--- config.mk ---
export PLATFORM = sky130hd
export DESIGN_NAME = fpu_flag_acc
export DESIGN_NICKNAME = d
export VERILOG_FILES = /design/src/rtl/fpu_flag_pkg.sv /design/src/rtl/fpu_cause_map.sv /design/src/rtl/fpu_flag_merge.sv /design/src/rtl/fpu_flag_acc.sv
export SDC_FILE = /design/constraint.sdc
export NUM_CORES = 1
export LEC_CHECK = 0
export ABC_AREA = 1
export ABC_CLOCK_PERIOD_IN_PS = 2200
export BUFFER_PORTS_ARGS = -buffer_cell sky130_fd_sc_hd__buf_2
export CAP_MARGIN = 5
export CORE_MARGIN = 2
export CORE_UTILIZATION = 45
export CTS_CLUSTER_DIAMETER = 40
export DETAILED_ROUTE_END_ITERATION = 10
export PLACE_DENSITY = 0.89
export SETUP_SLACK_MARGIN = 0.1
export SYNTH_ARGS = -nofsm -noshare
export SYNTH_HDL_FRONTEND = slang
export SYNTH_SLANG_ARGS = --single-unit
--- constraint.sdc ---
create_clock -name clk -period 2.2 [get_ports clk]
set_input_delay 0 -clock clk [delete_from_list [all_inputs] [get_ports clk]]
set_output_delay 0 -clock clk [all_outputs]
set_load 0.005 [all_outputs]
--- src/rtl/fpu_flag_pkg.sv ---
package fpu_flag_pkg;

    localparam int unsigned NUM_CAUSE = 13;
    localparam int unsigned NUM_FLAG  = 8;

    // cause bit positions
    localparam int unsigned C_SNAN = 0;
    localparam int unsigned C_QNAN = 1;
    localparam int unsigned C_ISI  = 2;
    localparam int unsigned C_IDI  = 3;
    localparam int unsigned C_ZDZ  = 4;
    localparam int unsigned C_IMZ  = 5;
    localparam int unsigned C_CVI  = 6;
    localparam int unsigned C_CMP  = 7;
    localparam int unsigned C_SQRT = 8;
    localparam int unsigned C_OVF  = 9;
    localparam int unsigned C_UNF  = 10;
    localparam int unsigned C_DZ   = 11;
    localparam int unsigned C_IX   = 12;
    localparam int unsigned NUM_INVALID = 9;

    // flag bit positions
    localparam int unsigned F_INV  = 0;
    localparam int unsigned F_SNAN = 1;
    localparam int unsigned F_QNAN = 2;
    localparam int unsigned F_OVF  = 3;
    localparam int unsigned F_UNF  = 4;
    localparam int unsigned F_INF  = 5;
    localparam int unsigned F_DZ   = 6;
    localparam int unsigned F_IX   = 7;

    typedef logic [NUM_CAUSE-1:0] cause_t;
    typedef logic [NUM_FLAG-1:0]  flag_t;

endpackage

--- src/rtl/fpu_cause_map.sv ---
module fpu_cause_map
    import fpu_flag_pkg::*;
(
    input  cause_t cause_i,
    output flag_t  set_o
);
    logic invalid_any;

    // invalid causes occupy the low contiguous positions
    always_comb begin
        invalid_any = 1'b0;
        for (int k = 0; k < int'(NUM_INVALID); k++) begin
            invalid_any = invalid_any | cause_i[k];
        end
    end

    always_comb begin
        set_o         = '0;
        set_o[F_INV]  = invalid_any;
        set_o[F_SNAN] = cause_i[C_SNAN];
        set_o[F_QNAN] = cause_i[C_QNAN];
        set_o[F_INF]  = cause_i[C_ISI] | cause_i[C_IDI];
        set_o[F_OVF]  = cause_i[C_OVF];
        set_o[F_UNF]  = cause_i[C_UNF];
        set_o[F_DZ]   = cause_i[C_DZ];
        set_o[F_IX]   = cause_i[C_IX];
    end
endmodule

--- src/rtl/fpu_flag_merge.sv ---
module fpu_flag_merge
    import fpu_flag_pkg::*;
(
    input  flag_t cur_i,
    input  logic  wr_en_i,
    input  flag_t wr_data_i,
    input  logic  hw_en_i,
    input  flag_t hw_set_i,
    output flag_t next_o
);
    flag_t base;

    always_comb begin
        base   = wr_en_i ? wr_data_i : cur_i;
        next_o = base | (hw_en_i ? hw_set_i : '0);
    end
endmodule

--- src/rtl/fpu_flag_acc.sv ---
module fpu_flag_acc
    import fpu_flag_pkg::*;
#(
    parameter int unsigned PC_W = 32
) (
    input  logic                 clk,
    input  logic                 rst_n,
    input  logic                 st_valid,
    input  logic [NUM_CAUSE-1:0] st_cause,
    input  logic [PC_W-1:0]      prev_pc,
    input  logic                 exc_en,
    input  logic                 sw_wr_en,
    input  logic [NUM_FLAG-1:0]  sw_wr_data,
    output logic [NUM_FLAG-1:0]  flags,
    output logic                 exc_req,
    output logic [PC_W-1:0]      exc_pc
);
    typedef struct packed {
        flag_t           flags;
        logic            req;
        logic [PC_W-1:0] pc;
    } state_t;

    state_t state_d, state_q;
    flag_t  hw_set;
    flag_t  merged;
    logic   accept;

    fpu_cause_map u_map (
        .cause_i (st_cause),
        .set_o   (hw_set)
    );

    fpu_flag_merge u_merge (
        .cur_i     (state_q.flags),
        .wr_en_i   (sw_wr_en),
        .wr_data_i (sw_wr_data),
        .hw_en_i   (accept),
        .hw_set_i  (hw_set),
        .next_o    (merged)
    );

    always_comb begin
        accept        = st_valid & exc_en;
        state_d       = state_q;
        state_d.flags = merged;
        state_d.req   = accept & (|merged);
        if (accept) begin
            state_d.pc = prev_pc;
        end
    end

    always_ff @(posedge clk) begin
        if (!rst_n) begin
            state_q <= '0;
        end else begin
            state_q <= state_d;
        end
    end

    assign flags   = state_q.flags;
    assign exc_req = state_q.req;
    assign exc_pc  = state_q.pc;


    gate_off_chk: assert property (@(posedge clk) disable iff (!rst_n)
        (st_valid && !exc_en && !sw_wr_en) |=> ($stable(flags) && !exc_req));


    sticky_chk: assert property (@(posedge clk) disable iff (!rst_n)
        !sw_wr_en |=> ((flags & $past(flags)) == $past(flags)));


    req_flags_chk: assert property (@(posedge clk) disable iff (!rst_n)
        exc_req |-> (flags != '0));


    req_src_chk: assert property (@(posedge clk) disable iff (!rst_n)
        !(st_valid && exc_en) |=> !exc_req);


    pc_chk: assert property (@(posedge clk) disable iff (!rst_n)
        (st_valid && exc_en) |=> (exc_pc == $past(prev_pc)));


    inf_chk: assert property (@(posedge clk) disable iff (!rst_n)
        hw_set[F_INF] |-> hw_set[F_INV]);
endmodule

==> results of run 1 <==
[worst paths after layout]
kind,slack [ns],end,from,depth (start not counted)
max,0.53,flags[4]$_SDFF_PN0_,st_cause[10],6
min,0.03,flags[5]$_SDFF_PN0_,sw_wr_data[5],5
max reg2reg,1.00,flags[7]$_SDFF_PN0_,flags[7]$_SDFF_PN0_,3
min reg2reg,0.49,exc_pc[0]$_SDFFE_PN0P_,exc_pc[0]$_SDFFE_PN0P_,2
[metal layers]
| layer | track usage [%] | part of all wire (%) | up-vias |
|---|---|---|---|
| met4 | 9.167 | 2.0 | 0 |
| li1 | - | - | 959 |
| met3 | 5.000 | 6.0 | 15 |
| met5 | 0 | 0 | - |
| met1 | 26.49 | 38 | 845 |
| met2 | 48.67 | 53 | 93 |
[sequential cells by signal (all words and copies together) (netlist names)]
signal,flops
flags,8
exc_pc,32
exc_req,1
[layout by cell type, fill, tap and decap left out]
cell,synthesis,layout
nand2_2,1,1
clkinv_2,0,1
o22ai_1,1,1
dlygate4sd3_1,0,42
inv_1,8,8
nand3_1,8,8
bufinv_16,0,1
buf_4,0,1
clkbuf_4,0,5
a31oi_1,3,3
a21oi_1,2,2
nor2_1,85,85
nand2_1,24,24
buf_2,6,98
dfxtp_1,41,41
inv_2,2,2
o21ai_0,32,32
[final cells by class]
type	count	area, um^2	share of cell area, %
inverter	10	37.54	1.468
multi-input combinational	156	650.6	25.44
clock inverter	2	35.03	1.370
tap	46	57.56	2.250
sequential	41	820.8	32.09
timing repair buffer	141	918.4	35.91
clock buffer	5	37.54	1.468
[stage by stage]
stage	setup slack [ns]	total power [mW]	cell area, um^2	std cells	hold WS (ns)
final	0.5285	1.578	2557	401	0.02946
after global routing	0.4143	1.669	2557	401	0.05542
after CTS	0.5578	1.577	2557	401	0.01817
after detailed placement	0.7251	1.069	2064	352	0.2558
after global placement	0.7855	1.062	2064	352	0.2506
after floorplan	1.347	0.9529	1573	218	0.1241
[power breakdown]
| group | internal, mW | switching, mW | total (mW) |
|---|---|---|---|
| Combinational | 0.161 | 0.137 | 0.298 |
| Sequential | 0.793 | 0.0248 | 0.817 |
| Clock | 0.232 | 0.231 | 0.462 |
[cells by family (layout without fill, tap and decap cells)]
logic type | after synthesis | count (layout)
flip-flops | 41 | 41
AND/OR/NAND/NOR | 118 | 118
AO/OA/AOI/OAI | 38 | 38
buffers and inverters | 21 | 158
[tightest hold or removal path: stages]
cell and delay, ns:
buf_2 0.10, inv_1 0.04, nand2_1 0.04, nand2_1 0.07, a21oi_1 0.06
==> flow_summary.toml, run 1 <==
[layout]
drive_above_1_share_pct = 30.70
final_util_pct = 76.64
fillCellCount = 249
n_antenna_cell = 0
syn2layout_area_growth_pct = 62.61
nNetsFinal = 413

[synth]
synth-compound-area-share_pct = 12.41
yosysWarnings = 0
ys_types = 14
seq_area_frac_synth_pct = 52.19
post_synth_xor_area_fraction_pct = 0
synthSimpleGateAreaFrac_pct = 28.96
synth-edff-count = 0
post-synth-top-count-cell = "nor2_1"
synth_top_area_cell = "dfxtp_1"
synthAdderAreaFrac_pct = 0
async_flop_share_pct = 0
synthDominantCellAreaShare_pct = 52.19
ys_ff_latch = 41
synth_ff_type = "dfxtp_1"
synthTopCellsByCount = "nor2_1 (85), dfxtp_1 (41), o21ai_0 (32)"
synth_area_leaders = "dfxtp_1 (52%), nor2_1 (20%), o21ai_0 (10%), nand2_1 (5.7%), nand3_1 (2.5%)"
synth_nets = 276
synth_top_family_by_area = "simple AND/OR/NAND/NOR gates"
synth_mux_area_share_pct = 0
syn_avg_cell_area_um2 = 7.214
synthCells = 218
netlist_area_um2 = 1573

[route]
firstDrtPassIters = 4
viasPerCell = 4.768
wl_per_cell_um = 12.09
final_antenna_net_count = 0
drc = 0
dr.first_iter.drc_count = 131
routed_wl_mm = 4.848
vias = 1912

[sta]
finalSetupViolCount = 0
period_minus_slack_ns = 1.671
skew_ns = 0.003320
fmax_mhz = 598.3
slew-limit-headroom_pct = 60.18
hold_violations = 0
finalSetupTns_ns = 0
drv_slew = 0
fin_crit_sh_pct = 75.98
worstMarginPinSlew_ns = 0.5952
rsz0062_at_grt = "false"

[worst_setup_path]
criticalPathCategory = "input pin to flop"
required_ns = 2.43
cp_top_family = "buffers and inverters"
cp_common_cell = "dlygate4sd3_1"
arrival_ns = 1.90
cp_cell_sequence = "dlygate4sd3_1 -> buf_2 -> nand3_1 -> dlygate4sd3_1 -> a31oi_1 -> dlygate4sd3_1"
slowest_delay_ns = 0.56
end_kind = "flop"
cp_max_fo = 2
path_buf_inv = 4
crit_path_start_kind = "input pin"
crit_slowest_cell = "dlygate4sd3_1"

[floorplanning]
die_h_um = 63.12
num_rows = 21
ios = 99
die_area_um2 = 3984
start_util_pct = 47.13
die_width_um = 63.12
core-area_um2 = 3337

[grt]
grt_start_max_net_pins = 39
grt_antenna_before_repair = 0
grt_pass1_vias = 1811
overflow = 0
track_usage_pct = 25.16
grt_pass1_wl_mm = 7.907

[power_and_ir_drop]
power_density_nw_per_um2 = 617.0
power_leakage_nw = 1.313
ir_drop_mv = 0.4353

[clock_network]
cts_buffers = 5
cts_htree_levels = 2
cts_root_buf = "clkbuf_4"
worstSkewPairLatency_ns = 0.33
clk_path_buf_depth = 2
cts_resized = 0
hold_buffers = 42
post_cts_buffers = 0
path_clk_slew_ns = 0.11
clock_sinks = 41
cts_tree = "yes"

[job]
maxCapViolCount = 0

[status]
status = "finished, final reports clean"

[placement]
dp.final_hpwl_mm = 2.856
numPortBuffers = 98
place.gp.congestion = 0.8125

[min_path]
hold_class = "input pin to flop"
No activity file was read; power rests on OpenSTA's default activity.
==> run 2, diff against run 1 <==
- ABC_CLOCK_PERIOD_IN_PS: 2200 -> 1600
- CORE_UTILIZATION: 45 -> 42
- PLACE_DENSITY: 0.89 -> 0.84
- clock period: 2.2 -> 1.6 ns (I/O delays scaled with it)
==> flow_summary.toml, run 2 (synthesis gave the netlist of run 1 again) <==
[status]
status = "finished, final reports clean"

[floorplanning]
core-area_um2 = 3633
die_h_um = 65.20
die_width_um = 65.20
num_rows = 22
start_util_pct = 43.29
die_area_um2 = 4250
ios = 99

[sta]
hold_violations = 0
finalSetupViolCount = 0
slew-limit-headroom_pct = 66.83
fmax_mhz = 1085
drv_slew = 0
whs_ns = 0.007344
period_minus_slack_ns = 0.9213
finalSetupTns_ns = 0
rsz0062_at_grt = "false"
skew_ns = 0.001083
worstMarginPinSlew_ns = 0.4976
fin_crit_sh_pct = 57.58

[layout]
nNetsFinal = 405
syn2layout_area_growth_pct = 58.23
largest_reg_flops = 32
n_antenna_cell = 0
fillCellCount = 321
mostFrequentLayoutCells = "buf_2 (98), nor2_1 (85), dfxtp_1 (41), o21ai_0 (32), dlygate4sd3_1 (32)"
drive_above_1_share_pct = 31.70
final_common_cell = "buf_2"

[worst_setup_path]
cp_max_fo = 2
required_ns = 1.78
criticalPathCategory = "flop to flop"
end_kind = "flop"
arrival_ns = 1.10
crit_path_start_kind = "flop"
cp-startpoint = "flags[5]$_SDFF_PN0_"
reg2reg_from = "flags[5]$_SDFF_PN0_"

[route]
dr.first_iter.drc_count = 92
vias = 1829
firstDrtPassIters = 4
final_antenna_net_count = 0
wl_per_cell_um = 11.08
drc = 0
viasPerCell = 4.630
routed_wl_mm = 4.377

[job]
maxCapViolCount = 0

[placement]
numPortBuffers = 98
dp.final_hpwl_mm = 2.800
place.gp.congestion = 0.7805

[clock_network]
worstSkewPairLatency_ns = 0.28
clk_path_buf_depth = 2
cts_htree_levels = 2
clock_sinks = 41
cts_buffers = 5
cts_root_buf = "clkbuf_8"
post_cts_buffers = 0
cts_tree = "yes"
path_clk_slew_ns = 0.07
cts_resized = 0

[power_and_ir_drop]
ir_drop_mv = 0.4654
power_density_nw_per_um2 = 871.4
power_leakage_nw = 1.281
finalPower_mw = 2.169

[grt]
track_usage_pct = 21.29
grt_pass1_wl_mm = 7.065
grt_start_max_net_pins = 35
grt_pass1_vias = 1736
overflow = 0
grt_antenna_before_repair = 0

[min_path]
holdCritStartpoint = "prev_pc[3]"
hold_class = "input pin to flop"
run 2: area by class of cell:
type | instances | area, um^2 | area share [%]
clock buffers | 7 | 86.33 | 3.469
inverters | 10 | 37.54 | 1.508
multi-input cells | 156 | 650.6 | 26.14
flip-flops and latches | 41 | 820.8 | 32.98
well taps | 48 | 60.06 | 2.413
repair buffers | 133 | 833.3 | 33.48
run 2: power breakdown:
part / total [mW] / switching [mW] / internal, mW
sequential: 1.12 / 0.0330 / 1.09
combinational: 0.388 / 0.180 / 0.208
clock: 0.658 / 0.316 / 0.342
total: 2.17 / 0.529 / 1.64
run 2: critical path: stages (launching register included):
cell     delay [ns]
dfxtp_1        0.31
inv_1          0.05
nand2_1        0.04
nand2_1        0.08
nand2_1        0.06
nor2_1         0.08
nand2_1        0.06
nor2_1         0.08
a21oi_1        0.06
run 2: final timing paths:
kind,endpoint,slack (ns),depth (start not counted)
worst max-delay path,exc_req$_SDFF_PN0_,0.68,8
worst min-delay path,exc_pc[3]$_SDFFE_PN0P_,0.007,3
worst max register to register,exc_req$_SDFF_PN0_,0.68,8
worst min register to register,exc_pc[10]$_SDFFE_PN0P_,0.48,2
run 2: metal layers:
metal	track usage [%]	up-vias	routed length (um)
li1	-	948	-
met1	21.74	814	1786
met2	41.84	65	2283
met3	4.795	2	294
met4	7.292	0	12
met5	0	-	0
run 2: per-stage QoR:
step	utilization (%)	worst slack (ns)	instances	instance area (um^2)
after global placement	57.30	0.6235	356	2082
after detailed placement	57.30	0.5941	356	2082
after global routing	68.49	0.5547	395	2489
final	68.49	0.6787	395	2489
after CTS	68.49	0.6854	395	2489
after floorplan	-	0.7469	218	1573
run 2: what timing repair did:
item                                   4_1_cts  5_1_grt
endpoints found under the hold margin       32        0
setup endpoints to repair                    0        0
hold buffers                                32        0
